<file path="src/rtl/latched_piso_pkg.sv">
package latched_piso_pkg;
  localparam int unsigned DEF_WIDTH       = 8;
  localparam int unsigned DEF_SYNC_STAGES = 2;

  typedef enum logic {
    MODE_LOAD  = 1'b0,
    MODE_SHIFT = 1'b1
  } chain_mode_e;
endpackage

</file>
<file path="src/rtl/latched_piso_edge.sv">
module latched_piso_edge #(
  parameter int unsigned STAGES = 2
) (
  input  logic clk_i,
  input  logic por_ni,
  input  logic strobe_i,
  output logic pulse_o
);
  logic [STAGES-1:0] sync_q;
  logic              prev_q;

  for (genvar g = 0; g < STAGES; g++) begin : g_sync
    if (g == 0) begin : g_first
      always_ff @(posedge clk_i) begin
        if (!por_ni) sync_q[0] <= 1'b0;
        else         sync_q[0] <= strobe_i;
      end
    end else begin : g_next
      always_ff @(posedge clk_i) begin
        if (!por_ni) sync_q[g] <= 1'b0;
        else         sync_q[g] <= sync_q[g-1];
      end
    end
  end

  always_ff @(posedge clk_i) begin
    if (!por_ni) prev_q <= 1'b0;
    else         prev_q <= sync_q[STAGES-1];
  end

  assign pulse_o = sync_q[STAGES-1] & ~prev_q;

  // one event per strobe rise
  p_single_pulse_r9: assert property (@(posedge clk_i) disable iff (!por_ni)
    pulse_o |=> !pulse_o)
    else $error("p_single_pulse_r9");
endmodule

</file>
<file path="src/rtl/latched_piso_latch.sv">
module latched_piso_latch #(
  parameter int unsigned WIDTH = 8
) (
  input  logic             clk_i,
  input  logic             por_ni,
  input  logic             cap_pulse_i,
  input  logic [WIDTH-1:0] par_i,
  output logic [WIDTH-1:0] latch_o
);
  always_ff @(posedge clk_i) begin
    if (!por_ni)          latch_o <= '0;
    else if (cap_pulse_i) latch_o <= par_i;
  end

  p_latch_hold_r6: assert property (@(posedge clk_i) disable iff (!por_ni)
    !cap_pulse_i |=> $stable(latch_o))
    else $error("p_latch_hold_r6");

  p_latch_take_r1: assert property (@(posedge clk_i) disable iff (!por_ni)
    cap_pulse_i |=> latch_o == $past(par_i))
    else $error("p_latch_take_r1");
endmodule

</file>
<file path="src/rtl/latched_piso_chain.sv">
module latched_piso_chain
  import latched_piso_pkg::*;
#(
  parameter int unsigned WIDTH = 8
) (
  input  logic             clk_i,
  input  logic             rst_ni,
  input  chain_mode_e      mode_i,
  input  logic             shift_pulse_i,
  input  logic [WIDTH-1:0] latch_i,
  input  logic             ser_i,
  output logic [WIDTH-1:0] chain_o
);
  logic [WIDTH-1:0] chain_q;

  always_ff @(posedge clk_i or negedge rst_ni) begin
    if (!rst_ni)                  chain_q <= '0;
    else if (mode_i == MODE_LOAD) chain_q <= latch_i;
    else if (shift_pulse_i)       chain_q <= {chain_q[WIDTH-2:0], ser_i};
  end

  assign chain_o = chain_q;

  p_load_copy_r2: assert property (@(posedge clk_i) disable iff (!rst_ni)
    (mode_i == MODE_LOAD) |=> chain_q == $past(latch_i))
    else $error("p_load_copy_r2");

  p_shift_step_r3: assert property (@(posedge clk_i) disable iff (!rst_ni)
    (mode_i == MODE_SHIFT && shift_pulse_i) |=>
      (chain_q[0] == $past(ser_i)) && (chain_q[WIDTH-1:1] == $past(chain_q[WIDTH-2:0])))
    else $error("p_shift_step_r3");

  p_idle_hold_r4: assert property (@(posedge clk_i) disable iff (!rst_ni)
    (mode_i == MODE_SHIFT && !shift_pulse_i) |=> $stable(chain_q))
    else $error("p_idle_hold_r4");
endmodule

</file>
<file path="src/rtl/latched_piso.sv">
module latched_piso
  import latched_piso_pkg::*;
#(
  parameter int unsigned WIDTH       = DEF_WIDTH,
  parameter int unsigned SYNC_STAGES = DEF_SYNC_STAGES
) (
  input  logic             clk_i,
  input  logic             rst_ni,
  input  logic             por_ni,
  input  logic [WIDTH-1:0] par_i,
  input  logic             cap_strobe_i,
  input  logic             shift_strobe_i,
  input  logic             shift_mode_i,
  input  logic             ser_i,
  output logic             ser_o
);
  localparam int unsigned LAST = WIDTH - 1;

  logic             cap_pulse;
  logic             shift_pulse;
  logic [WIDTH-1:0] latch_q;
  logic [WIDTH-1:0] chain_q;
  chain_mode_e      mode;

  assign mode = chain_mode_e'(shift_mode_i);

  latched_piso_edge #(.STAGES(SYNC_STAGES)) u_cap_edge (
    .clk_i    (clk_i),
    .por_ni   (por_ni),
    .strobe_i (cap_strobe_i),
    .pulse_o  (cap_pulse)
  );

  latched_piso_edge #(.STAGES(SYNC_STAGES)) u_shift_edge (
    .clk_i    (clk_i),
    .por_ni   (por_ni),
    .strobe_i (shift_strobe_i),
    .pulse_o  (shift_pulse)
  );

  latched_piso_latch #(.WIDTH(WIDTH)) u_latch (
    .clk_i       (clk_i),
    .por_ni      (por_ni),
    .cap_pulse_i (cap_pulse),
    .par_i       (par_i),
    .latch_o     (latch_q)
  );

  latched_piso_chain #(.WIDTH(WIDTH)) u_chain (
    .clk_i         (clk_i),
    .rst_ni        (rst_ni),
    .mode_i        (mode),
    .shift_pulse_i (shift_pulse),
    .latch_i       (latch_q),
    .ser_i         (ser_i),
    .chain_o       (chain_q)
  );

  assign ser_o = chain_q[LAST];

  p_reset_clear_r5: assert property (@(posedge clk_i)
    !rst_ni |-> ser_o == 1'b0)
    else $error("p_reset_clear_r5");

  p_por_clear_r7: assert property (@(posedge clk_i)
    !por_ni |=> latch_q == '0)
    else $error("p_por_clear_r7");
endmodule

</file>
<file path="config.mk">
export PLATFORM = sky130hd
export DESIGN_NAME = latched_piso
export DESIGN_NICKNAME = d
export VERILOG_FILES = /design/src/rtl/latched_piso_pkg.sv /design/src/rtl/latched_piso_edge.sv /design/src/rtl/latched_piso_latch.sv /design/src/rtl/latched_piso_chain.sv /design/src/rtl/latched_piso.sv
export SDC_FILE = /design/constraint.sdc
export NUM_CORES = 1
export LEC_CHECK = 0
export ABC_AREA = 1
export BUFFER_PORTS_ARGS = -buffer_cell sky130_fd_sc_hd__buf_2
export CAP_MARGIN = 40
export CORE_MARGIN = 2
export CORE_UTILIZATION = 41
export CTS_CLUSTER_SIZE = 8
export DETAILED_ROUTE_END_ITERATION = 16
export MAX_ROUTING_LAYER = met4
export SYNTH_ARGS = -nofsm -noshare
export SYNTH_HDL_FRONTEND = slang
export SYNTH_SLANG_ARGS = --single-unit
</file>
<file path="constraint.sdc">
create_clock -name clk_i -period 2.4 [get_ports clk_i]
set_clock_uncertainty 0.05 [all_clocks]
set_input_delay 0.12 -clock clk_i [delete_from_list [all_inputs] [get_ports clk_i]]
set_output_delay 0.12 -clock clk_i [all_outputs]
set_load 0.02 [all_outputs]
</file>
==> results.cfg, run 1 <==
[grt]
grt_max_degree = 18
grt_pass1_vias = 675
grt.overflow.total = 0
track_usage = 0.145
antenna_found_initial = 0
grt_first_pass_wirelength_mm = 2.84

[drt]
dr_wl_met3_um = 70
avgViaCountPerCell = 4.35
met2_length_um = 731
totalWireLength_mm = 1.59
top_layer_used = met4
met1_length_um = 770
wl_per_cell_um = 8.90
dr.first_iter.drc_count = 11
route.vias.total = 775
drc = 0
drtPass1Iterations = 5
drtAntennaViolNets = 0

[timing]
hold_viol_final = 0
rsz0062_at_grt = no
min_period_over_period = 0.437
worstMarginPinSlew_ns = 0.333
fin_crit_ns = 1.05
maxSlewViolCount = 0
fmax_mhz = 953
tns_ns = 0
relSlewSlack = 0.778
setup_viol = 0

[placed_design]
placement.io_buffers = 15
gp_congestion = 0.774
dp_hpwl_mm = 1.19

[critical_path]
path_cells = inv_2 -> nor2_4 -> nor2_1 -> nor2_1
critical_path_class = reg -> reg
critPathLaunchType = flop
cp-end-kind = flop
crit_arrival_ns = 1.26
cp_common_cell = nor2_1
r2r.worst_path.cells = 4
max_stage_delay_ns = 0.54
critPathSlowestCell = dfxtp_1
cp_max_fo = 10
critPathRequiredTime_ns = 2.61

[finish]
antenna_cells = 0
multiInputGateArea_sq_um = 359
final_cell_mix = nand2_1 (52), inv_1 (17), nand3_1 (16), nor2_1 (16), buf_2 (15)
syn2layout_area_growth_pct = 16.1
fin_nets = 166
final_common_cell = nand2_1
area.sequential_sq_um = 480
drive_gt1_frac = 0.153
fill_cells = 222

[clocking]
clock-sinks = 22
cts_max_path_buffers = 2
tritoncts = done
clkSlewWorstSetupHoldPaths_ns = 0.12
cts_setup_buffers = 0
cts_root_buf = clkbuf_4
cts_buffers = 3
cts_resized = 0
clk_latency_ns = 0.31
htree_num_levels = 1

[synthesis]
syn_avg_cell_area_sq_um = 7.17
synthSimpleGateAreaFrac = 0.380
syn_area_sq_um = 946
synth_top_family_by_area = simple AND/OR/NAND/NOR gates
syn_inst = 132
muxShareOfSynthArea = 0
synth_seq_cells = 22
ys_seq_area_frac = 0.508
synth_fa_ha_area_frac = 0
synth_warnings = 0
synth.distinct_cells = 13
synth_compound_area_frac = 0
synth-xor-area-share = 0
syn-num-nets = 147

[die]
die_w_um = 52.0
initial_core_util = 0.432
die_area_sq_um = 2710
coreArea_sq_um = 2190
die_h_um = 52.0
pin_count = 16
rows = 17

[power]
total_power_uw = 720
irDropWorstVdd_v = 0.000332
cellPowerDensity_nw_per_um2 = 655
p_leak_nw = 0.633

[run_status]
status = completed

[min_path]
hold_path_class = in -> reg
min_path_cells = 3

[job]
max_cap_viol_count = 0
==> registers in the layout, summed over array words and instances (netlist names) <==
register	flops
u_chain.chain_o	8
u_shift_edge.sync_q	2
u_latch.latch_o	8
u_shift_edge.prev_q	1
u_cap_edge.sync_q	2
u_cap_edge.prev_q	1
==> area by class of cell <==
class | count | area share
Timing Repair Buffer | 18 | 0.0957
Multi-Input combinational cell | 87 | 0.327
Tap cell | 28 | 0.0319
Clock buffer | 4 | 0.0433
Sequential cell | 22 | 0.437
Inverter | 19 | 0.0649
==> repair_timing <==
| action | 4_1_cts | 5_1_grt |
|---|---|---|
| endpoints found under the hold margin | 10 | 0 |
| setup endpoints to repair | 0 | 0 |
| hold buffers | 3 | 0 |
==> layer usage <==
layer | vias up | track usage
li1 | 430 | -
met1 | 329 | 0.179
met2 | 14 | 0.228
met3 | 2 | 0.0517
met4 | 0 | 0.0307
met5 | - | -
==> cells in the mapped netlist <==
master | number | area, sq um
buf_2 | 1 | 5.00
buf_4 | 1 | 7.51
buf_6 | 2 | 22.5
dfrtp_1 | 8 | 200
dfxtp_1 | 14 | 280
inv_1 | 17 | 63.8
inv_2 | 2 | 7.51
nand2_1 | 52 | 195
nand2_2 | 1 | 6.26
nand3_1 | 16 | 80.1
nand4_1 | 1 | 6.26
nor2_1 | 16 | 60.1
nor2_4 | 1 | 11.3
==> kinds of logic (layout without fill, tap and decap cells) <==
logic type | after synthesis | count (layout)
buffers and inverters | 23 | 41
DFF | 22 | 22
and+or+nand+nor | 87 | 87
==> metrics by stage <==
stage,hold WS (ns),instances,util,setup WS [ns],instance area [sq um]
2_1_floorplan,-0.226,132,-,1.54,946
3_3_place_gp,-0.0842,171,0.466,1.39,1020
3_5_place_dp,-0.0788,171,0.466,1.37,1020
4_1_cts,0.0246,178,0.501,1.35,1100
5_1_grt,0.0520,178,0.501,1.24,1100
6_report,0.0343,178,0.501,1.35,1100
==> critical path: cells and delay by family, from the launching register on <==
family,cells,cell delay (ns)
simple gates,3,0.34
flops,1,0.54
buf+inv,1,0.08
==> where the power goes <==
group          switching (mW)  total, mW  internal (mW)
combinational          0.0431     0.0759         0.0328
sequential             0.0138      0.404          0.390
clock                   0.113      0.240          0.127
==> worst paths after layout <==
kind	slack (ns)	from	endpoint
min in group asynchronous	0.11	rst_ni	u_chain.chain_o[2]$_DFFE_PN0P_
max in group asynchronous	2.03	rst_ni	u_chain.chain_o[7]$_DFFE_PN0P_
hold / removal	0.03	ser_i	u_chain.chain_o[0]$_DFFE_PN0P_
setup reg to reg	1.35	u_cap_edge.sync_q[1]$_SDFF_PN0_	u_latch.latch_o[5]$_SDFFE_PN0P_
hold reg to reg	0.38	u_cap_edge.sync_q[0]$_SDFF_PN0_	u_cap_edge.sync_q[1]$_SDFF_PN0_
setup / recovery	1.35	u_cap_edge.sync_q[1]$_SDFF_PN0_	u_latch.latch_o[5]$_SDFFE_PN0P_
(Power assumes the default switching activity.)
==> run 2, diff against run 1 <==
ABC_AREA = 0   (was 1)
clock period = 0.9 ns   (was 2.4 ns; I/O delays follow)
==> run 2 against run 1 <==
Effect of this change:
- the run now ends with setup timing left
- register-to-register slack got worse by 1.5 ns
- sequential share of layout area shrank 1.3 points
- area after synthesis fell by 9.3%
- first-iteration DRC count fell by 82%
- power grew 140%
- via count shrank 24%
- combinational power grew to 3.1 times the previous value
- highest routed layer unchanged
==> results.cfg, run 2 <==
[synthesis]
syn-num-nets = 90
yosysTopAreaCellShare = 0.327
synth_top_cells_by_area = dfxtp_1 (33%), dfrtp_1 (23%), mux2i_1 (19%)
syn_inst = 75
synthFlopType = dfxtp_1
synth_area_leader_cell = dfxtp_1
synth_seq_cells = 22
ys_seq_area_frac = 0.560
synth.distinct_cells = 14
async_reset_ff_frac = 0.364
synthTopCellsByCount = mux2i_1 (16), dfxtp_1 (14)
syn_area_sq_um = 858
syn_avg_cell_area_sq_um = 11.4
synth.most_common_cell = mux2i_1
synth-edff-count = 0
synth_warnings = 0

[placed_design]
gp_congestion = 0.724
dp_hpwl_mm = 1.01
placement.io_buffers = 15

[grt]
grt_pass1_vias = 590
grt_max_degree = 17
track_usage = 0.141
grt_first_pass_wirelength_mm = 2.52
grt.overflow.total = 0
antenna_found_initial = 0

[finish]
drive_gt1_frac = 0.279
final_cell_mix = mux2i_1 (14), buf_2 (14), dfxtp_1 (12)
finish.utilization = 0.580
syn2layout_area_growth_pct = 32.7
fin_nets = 120
antenna_cells = 0

[power]
cellPowerDensity_nw_per_um2 = 1530
total_power_mw = 1.74
irDropWorstVdd_v = 0.00100
p_leak_nw = 0.471

[die]
die_w_um = 49.8
die_h_um = 49.8
die_area_sq_um = 2480
pin_count = 16
initial_core_util = 0.437
rows = 16
coreArea_sq_um = 1960

[clocking]
cts_buffers = 3
cts_max_path_buffers = 2
clk_latency_ns = 0.30
clkSlewWorstSetupHoldPaths_ns = 0.12
clock-sinks = 22
cts_root_buf = clkbuf_4
htree_num_levels = 1
tritoncts = done

[run_status]
status = complete, but fails checks
failed_checks = setup timing

[timing]
setup_ws_ns = -0.188
fin_crit_ns = 1.09
maxSlewViolCount = 0
setup_viol = 17
min_period_over_period = 1.21
fmax_mhz = 919
holdWs_ns = 0.0151
rsz0062_at_grt = yes
hold_viol_final = 0
relSlewSlack = 0.821
worstMarginPinSlew_ns = 0.269

[drt]
avgViaCountPerCell = 4.49
route.vias.total = 588
wl_per_cell_um = 11.6
drtAntennaViolNets = 0
totalWireLength_mm = 1.51
dr.first_iter.drc_count = 2
drtPass1Iterations = 2
drc = 0

[critical_path]
cp-end-kind = flop
crit_arrival_ns = 1.23
critPathRequiredTime_ns = 1.04
critical_path_class = reg -> reg
cp_max_fo = 7
critPathLaunchType = flop
ff2ff_setup_slack_ns = -0.19

[job]
max_cap_viol_count = 0

[min_path]
hold_path_class = in -> reg
## run 2: cell types whose count changed after synthesis, sizes merged
cell    change
nand2      -53
and2        +6
a21oi       +8
nand3      -16
nor2b      +10
inv        -19
mux2i      +16
clkbuf      +2
nand4       -1
nor2        -9
buf         -1
## run 2: where the power goes
group,switching [mW],internal (mW)
sequential,0.0313,1.03
combinational,0.0942,0.140
clock,0.269,0.172
total,0.394,1.35
## run 2: kinds of logic after synthesis
| group | count (synthesis) | synth area share |
|---|---|---|
| AO/OA/AOI/OAI | 8 | 0.0466 |
| buffers and inverters | 5 | 0.0423 |
| flip-flops | 22 | 0.560 |
| multiplexers | 16 | 0.187 |
| AND/OR/NAND/NOR | 24 | 0.165 |
## run 2: critical path: stages, from the launching register on
cell	delay [ns]
dfxtp_2	0.34
nor2b_4	0.16
buf_12	0.13
mux2i_2	0.22
a21oi_1	0.09
## run 2: per-stage QoR
step	setup WS, ns	setup TNS, ns	cell area, sq um	instances
2_1_floorplan	-0.0748	-0.997	863	75
3_3_place_gp	-0.199	-2.18	951	114
3_5_place_dp	-0.226	-2.48	951	114
4_1_cts	-0.166	-2.18	1130	131
5_1_grt	-0.255	-3.18	1140	131
6_report	-0.188	-2.07	1140	131
## run 2: layer usage
metal,part of all wire,up-vias,global-route usage
met1,0.46,277,0.175
met4,0.015,0,0.0694
li1,-,303,-
met2,0.50,6,0.211
met3,0.023,2,0.0364
met5,0,-,-
## run 2: area by class of cell
type / count / area [sq um]
fill: 195 / 823
sequential: 22 / 483
multi-input combinational: 48 / 354
timing repair buffer: 30 / 241
tap: 27 / 33.8
clock buffer: 4 / 26.3
## run 2: path summary, 6_finish.rpt
| path | depth (start not counted) | startpoint | endpoint |
|---|---|---|---|
| worst max register to register | 4 | u_shift_edge.sync_q[1]$_SDFF_PN0_ | u_chain.chain_o[2]$_DFFE_PN0P_ |
| worst min-delay path | 3 | ser_i | u_chain.chain_o[0]$_DFFE_PN0P_ |
| worst min register to register | 1 | u_cap_edge.sync_q[0]$_SDFF_PN0_ | u_cap_edge.sync_q[1]$_SDFF_PN0_ |
| min in group asynchronous | 2 | rst_ni | u_chain.chain_o[1]$_DFFE_PN0P_ |
| max in group asynchronous | 2 | rst_ni | u_chain.chain_o[5]$_DFFE_PN0P_ |
| worst max-delay path | 4 | u_shift_edge.sync_q[1]$_SDFF_PN0_ | u_chain.chain_o[2]$_DFFE_PN0P_ |
## run 2: what timing repair did
action	CTS	global route
resized for setup	6	2
setup buffers	2	0
hold buffers	11	0
endpoints found under the setup margin	17	17
endpoints found under the hold margin	18	0
pin swaps	3	3
